File: src/rtl/isync_pkg.sv
// Package: shared helpers for the interleaved synchronizer.
// Assumes a phase count of at least 2.
package isync_pkg;

    // Width of a counter that holds values 0 .. n-1.
    function automatic int unsigned idx_width(input int unsigned n);
        return (n > 1) ? $clog2(n) : 1;
    endfunction

endpackage

File: src/rtl/isync_phase_gen.sv
// Module: isync_phase_gen
// A free-running phase counter that wraps at NUM_PHASES-1. It makes a
// one-hot lane enable and the index of the lane whose hold stage was
// written on the previous edge.
// Assumes: NUM_PHASES >= 2 and a synchronous active-low reset.
module isync_phase_gen
    import isync_pkg::*;
#(
    parameter int unsigned NUM_PHASES = 4
) (
    input  logic                                 clk,
    input  logic                                 rst_n,
    output logic [idx_width(NUM_PHASES)-1:0]     phase_q,
    output logic [NUM_PHASES-1:0]                lane_en,
    output logic [idx_width(NUM_PHASES)-1:0]     sel_idx
);
    localparam int unsigned PW = idx_width(NUM_PHASES);
    localparam logic [PW-1:0] LAST = PW'(NUM_PHASES - 1);

    // Advance the phase by one per cycle and wrap after the last lane.
    always_ff @(posedge clk) begin
        if (!rst_n)
            phase_q <= '0;
        else if (phase_q == LAST)
            phase_q <= '0;
        else
            phase_q <= phase_q + 1'b1;
    end

    // Decode one enable per lane.
    for (genvar k = 0; k < NUM_PHASES; k++) begin : g_en
        assign lane_en[k] = (phase_q == PW'(k));
    end

    // The lane that was written last is the one before the current phase.
    always_comb begin
        if (phase_q == '0)
            sel_idx = LAST;
        else
            sel_idx = phase_q - 1'b1;
    end

endmodule

File: src/rtl/isync_lane.sv
// Module: isync_lane
// One capture lane. A first flop samples the asynchronous input on the
// lane's enable. A second flop takes that value at the next enable,
// NUM_PHASES cycles later, so the first flop gets NUM_PHASES periods to
// settle. The second flop is this lane's own output register.
// Assumes: en is high for one cycle out of every NUM_PHASES.
module isync_lane (
    input  logic clk,
    input  logic rst_n,
    input  logic en,
    input  logic din,
    output logic cap_q,
    output logic hold_q
);
    // Capture stage: sample the raw input on this lane's slot.
    always_ff @(posedge clk) begin
        if (!rst_n)
            cap_q <= 1'b0;
        else if (en)
            cap_q <= din;
    end

    // Hold stage: pass the settled capture on at the following slot.
    always_ff @(posedge clk) begin
        if (!rst_n)
            hold_q <= 1'b0;
        else if (en)
            hold_q <= cap_q;
    end

endmodule

File: src/rtl/isync_out_sel.sv
// Module: isync_out_sel
// Picks the freshest lane hold value and registers it onto the output.
// A warm-up counter keeps the output at 0 until every lane has finished
// one capture and one hand-over, which takes 2*NUM_PHASES edges.
// Assumes: sel_idx always points at a lane below NUM_PHASES.
module isync_out_sel
    import isync_pkg::*;
#(
    parameter int unsigned NUM_PHASES = 4
) (
    input  logic                              clk,
    input  logic                              rst_n,
    input  logic [NUM_PHASES-1:0]             hold_vec,
    input  logic [idx_width(NUM_PHASES)-1:0]  sel_idx,
    output logic                              sync_out
);
    localparam int unsigned WARM_EDGES = 2 * NUM_PHASES;
    localparam int unsigned CW = $clog2(WARM_EDGES + 1);
    localparam logic [CW-1:0] WARM_DONE = CW'(WARM_EDGES);

    logic [CW-1:0] warm_q;
    logic          primed;

    assign primed = (warm_q == WARM_DONE);

    // Count edges since reset and stop once warm-up is over.
    always_ff @(posedge clk) begin
        if (!rst_n)
            warm_q <= '0;
        else if (!primed)
            warm_q <= warm_q + 1'b1;
    end

    // Register the selected lane, or 0 while still warming up.
    always_ff @(posedge clk) begin
        if (!rst_n)
            sync_out <= 1'b0;
        else
            sync_out <= primed ? hold_vec[sel_idx] : 1'b0;
    end

endmodule

File: src/rtl/interleaved_sync.sv
// Module: interleaved_sync (top)
// Synchronizes one asynchronous bit through NUM_PHASES phase-staggered
// two-stage lanes. The fixed latency is NUM_PHASES+1 cycles.
// Assumes: NUM_PHASES >= 2 and rst_n synchronous to clk.
module interleaved_sync
    import isync_pkg::*;
#(
    parameter int unsigned NUM_PHASES = 4
) (
    input  logic clk,
    input  logic rst_n,
    input  logic async_in,
    output logic sync_out
);
    localparam int unsigned PW = idx_width(NUM_PHASES);

    logic [PW-1:0]         phase_q;
    logic [PW-1:0]         sel_idx;
    logic [NUM_PHASES-1:0] lane_en;
    logic [NUM_PHASES-1:0] lane_cap;
    logic [NUM_PHASES-1:0] lane_hold;

    isync_phase_gen #(.NUM_PHASES(NUM_PHASES)) u_phase (
        .clk     (clk),
        .rst_n   (rst_n),
        .phase_q (phase_q),
        .lane_en (lane_en),
        .sel_idx (sel_idx)
    );

    for (genvar k = 0; k < NUM_PHASES; k++) begin : g_lane
        isync_lane u_lane (
            .clk    (clk),
            .rst_n  (rst_n),
            .en     (lane_en[k]),
            .din    (async_in),
            .cap_q  (lane_cap[k]),
            .hold_q (lane_hold[k])
        );
    end

    isync_out_sel #(.NUM_PHASES(NUM_PHASES)) u_sel (
        .clk      (clk),
        .rst_n    (rst_n),
        .hold_vec (lane_hold),
        .sel_idx  (sel_idx),
        .sync_out (sync_out)
    );

endmodule

File: config.mk
export PLATFORM = sky130hd
export DESIGN_NAME = interleaved_sync
export DESIGN_NICKNAME = d
export VERILOG_FILES = /design/src/rtl/isync_pkg.sv /design/src/rtl/isync_phase_gen.sv /design/src/rtl/isync_lane.sv /design/src/rtl/isync_out_sel.sv /design/src/rtl/interleaved_sync.sv
export SDC_FILE = /design/constraint.sdc
export NUM_CORES = 1
export LEC_CHECK = 0
export CELL_PAD_IN_SITES_DETAIL_PLACEMENT = 0
export CELL_PAD_IN_SITES_GLOBAL_PLACEMENT = 1
export CORE_MARGIN = 4
export CORE_UTILIZATION = 47
export CTS_CLUSTER_SIZE = 25
export DETAILED_ROUTE_END_ITERATION = 7
export PLACE_DENSITY = 0.77
export SETUP_SLACK_MARGIN = 0.15
export SYNTH_ARGS = -nofsm -noshare
export SYNTH_HDL_FRONTEND = slang
export SYNTH_HIERARCHICAL = 1
export SYNTH_SLANG_ARGS = --single-unit
export TNS_END_PERCENT = 100
File: constraint.sdc
create_clock -name clk -period 4.6 [get_ports clk]
set_input_delay 0.69 -clock clk [delete_from_list [all_inputs] [get_ports clk]]
set_output_delay 0.69 -clock clk [all_outputs]
set_load 0.03 [all_outputs]
==> flow_summary_export.csv <==
group,metric,value,unit
outcome,status,"finished, final reports clean",
clock_tree,clk_latency,0.28,ns
setup_path,cp_slowest_stage_delay,0.66,ns
timing,clock_skew,0.004970,ns
clock_tree,h-tree-depth,1,
die,die_area,0.002089,mm2
clock_tree,clock-sinks,15,
placed_design,dp_hpwl,672.1,um
route,viasPerCell,4.840,
route,antenna_left,0,
setup_path,critPathArrivalTime,1.25,ns
route,dr.pass1.iters,4,
setup_path,startpoint_type,"register",
cells_and_area,num-fill-cells,112,
synthesis,synthCells,59,
synthesis,yosys_register_bits,15,
timing,max_slew_margin,75.48,%
die,die_y,45.71,um
die,io_pins,4,
timing,fmax,0.5143,GHz
synthesis,ys.warnings.count,6,
timing,holdWs,0.5082,ns
setup_path,cp.depth,1,
synthesis,synth_area_leaders,"dfxtp_1 45%, mux2i_1 13%, ha_1 11%",
global_route,grt_overflow,0,
setup_path,cpLargestDelayFamily,"buffers and inverters",
setup_path,cp_max_fo,1,
synthesis,synth_common_cells,"15 x dfxtp_1, 9 x mux2i_1, 9 x nor2b_1",
global_route,grtUsageTotal,11.65,%
synthesis,ys_seq_area_share,44.94,%
die,die_w,45.71,um
setup_path,path_cells,"clkdlybuf4s50_1",
setup_path,cp-endpoint,"sync_out",
setup_path,reg2regPathDepth,5,
timing,period_share,42.27,%
cells_and_area,ff_latch_area,300.3,um2
synthesis,syn-cell-area,668.1,um2
placed_design,gp_congestion,0.6517,
die,design.core.area,0.001318,mm2
power,ir_drop,0.1901,mV
clock_tree,ctsHoldBuffers,0,
placed_design,dpl_worst_slack,2.799,ns
placed_design,port_buffers,3,
die,placement_rows,13,
cells_and_area,utilization,56.51,%
clock_tree,cts_setup_buffers,0,
setup_path,reg2reg_to,"u_sel/sync_out",
timing,worst_pin_slew,0.3667,ns
route,avgRoutedWirePerCell,11.22,um
synthesis,synth_simple_gate_area_share,20.41,%
global_route,grt_pass1_vias,411,
hold_path,hold_path_depth,1,
clock_tree,clockBufferDepth,2,
synthesis,synth_top_family_by_area,"simple AND/OR/NAND/NOR gates",
setup_path,critPathCaptureType,"primary output",
hold_path,worstHoldPathType,"reg -> reg",
synthesis,syn_area_per_cell,11.32,um2
timing,min_period,1.944,ns
cells_and_area,drive_gt1_share,9.091,%
setup_path,r2r_slack,2.99,ns
synthesis,synth_edf_count,0,
synthesis,syn-num-nets,68,
setup_path,path_buf_inv,1,
clock_tree,clk_transition_reported_paths,0.09,ns
clock_tree,cts_tree,"built",
setup_path,crit_type,"reg -> out",
power,p_leak,0.3016,nW
synthesis,synth_largest_area_cell,"dfxtp_1",
timing,setup_viol,0,
route,initialDrtViolationCount,3,
clock_tree,cts.repair.resized,0,
clock_tree,cts_root_buf,"clkbuf_4",
power,power_density,343.5,mW/mm2
cells_and_area,multi_input_area,349.1,um2
setup_path,r2r_start,"u_phase/phase_q[0]",
timing,rsz0062_at_grt,"no",
cells_and_area,area_growth,11.42,%
route,drc,0,
synthesis,synth-compound-area-share,1.124,%
cells_and_area,fin_area,744.5,um2
clock_tree,numCtsBuffers,3,
synthesis,synth_xor_area_share,2.622,%
synthesis,synthMuxAreaShare,16.85,%
route,wl,909,um
placed_design,post_dp_cell_area,716.9,um2
global_route,antenna_found_initial,0,
cells_and_area,antennaDiodeCount,0,
setup_path,slowest_stage,"clkdlybuf4s50_1",
cells_and_area,finalNetCount,76,
synthesis,synth_fa_ha_area_share,11.24,%
route,num_vias,392,
run,maxCapViolCount,0,
synthesis,synth_cell_types,16,
timing,setup_tns,0,ns
synthesis,synth_top_flop_cell,"dfxtp_1",
setup_path,required,3.91,ns
synthesis,netlist.area_leader.share,44.94,%
global_route,grt_max_degree,16,
synthesis,synth.most_common_cell,"dfxtp_1",
die,initial_core_util,50.71,%
timing,finalHoldViolCount,0,
global_route,grt_pass1_wl,1.725,mm
setup_path,crit_path_start,"u_sel/sync_out",
timing,layout_setup_ws,2.656,ns
synthesis,async_flop_share,0,%
timing,maxSlewViolCount,0,
-- sequential cells by signal, indices dropped and copies added (netlist names) --
register	count
g_lane.u_lane/cap_q	4
g_lane.u_lane/hold_q	4
u_phase/phase_q	2
u_sel/sync_out	1
u_sel/warm_q	4
-- logic make-up (layout without fill, tap and decap cells) --
| group | count (synthesis) | after routing |
|---|---|---|
| simple gates | 20 | 20 |
| flops | 15 | 15 |
| mux | 10 | 10 |
| fa+ha+maj | 6 | 6 |
| buf+inv | 5 | 12 |
| xor+xnor | 2 | 2 |
| compound gates | 1 | 1 |
-- power by group --
group | internal, mW | switching, mW
clock | 0.0322 | 0.0423
combinational | 0.0205 | 0.0158
sequential | 0.138 | 0.00664
-- worst min path at each step --
stage / start / end / slack, ns
floorplan: u_sel/warm_q[2] / u_sel/sync_out / 0.45
global placement: u_sel/warm_q[2] / u_sel/sync_out / 0.49
detailed placement: u_sel/warm_q[2] / u_sel/sync_out / 0.49
CTS: u_sel/warm_q[2] / u_sel/sync_out / 0.51
global route: u_sel/warm_q[2] / u_sel/sync_out / 0.55
finish: u_sel/warm_q[2] / u_sel/sync_out / 0.51
-- per-layer routing --
layer | part of all wire, % | vias to the layer above | global-route usage, %
met5 | 0 | - | 0
met4 | 0.88 | 0 | 6.818
met3 | 3.0 | 2 | 2.372
met2 | 42 | 3 | 16.71
met1 | 54 | 179 | 15.98
li1 | - | 208 | -
-- layout make-up --
type                            count  area share (%)
Multi-Input combinational cell     39           46.89
Sequential cell                    15           40.34
Timing Repair Buffer                3           4.034
Clock buffer                        3           3.025
Inverter                            5           2.521
Tap cell                           15           2.521
Clock inverter                      1          0.6723
-- cell usage in the layout, fill, tap and decap left out --
cell             count
nor3b_2              1
mux4_2               1
clkinv_2             1
nand3_1              1
nand3b_1             2
nor4bb_1             1
nor2b_1              9
and3b_1              1
nand2_1              1
clkdlybuf4s50_1      3
a21boi_0             1
and2_1               2
inv_1                5
xnor2_1              2
clkbuf_4             3
ha_1                 6
dfxtp_1             15
nand2b_1             2
mux2i_1              9
-- through the flow --
stage	std cells	power, mW
floorplan	59	0.1755
global placement	77	0.1839
detailed placement	77	0.1847
CTS	81	0.2611
global route	81	0.2719
finish	81	0.2557
(Power assumes the default switching activity.)
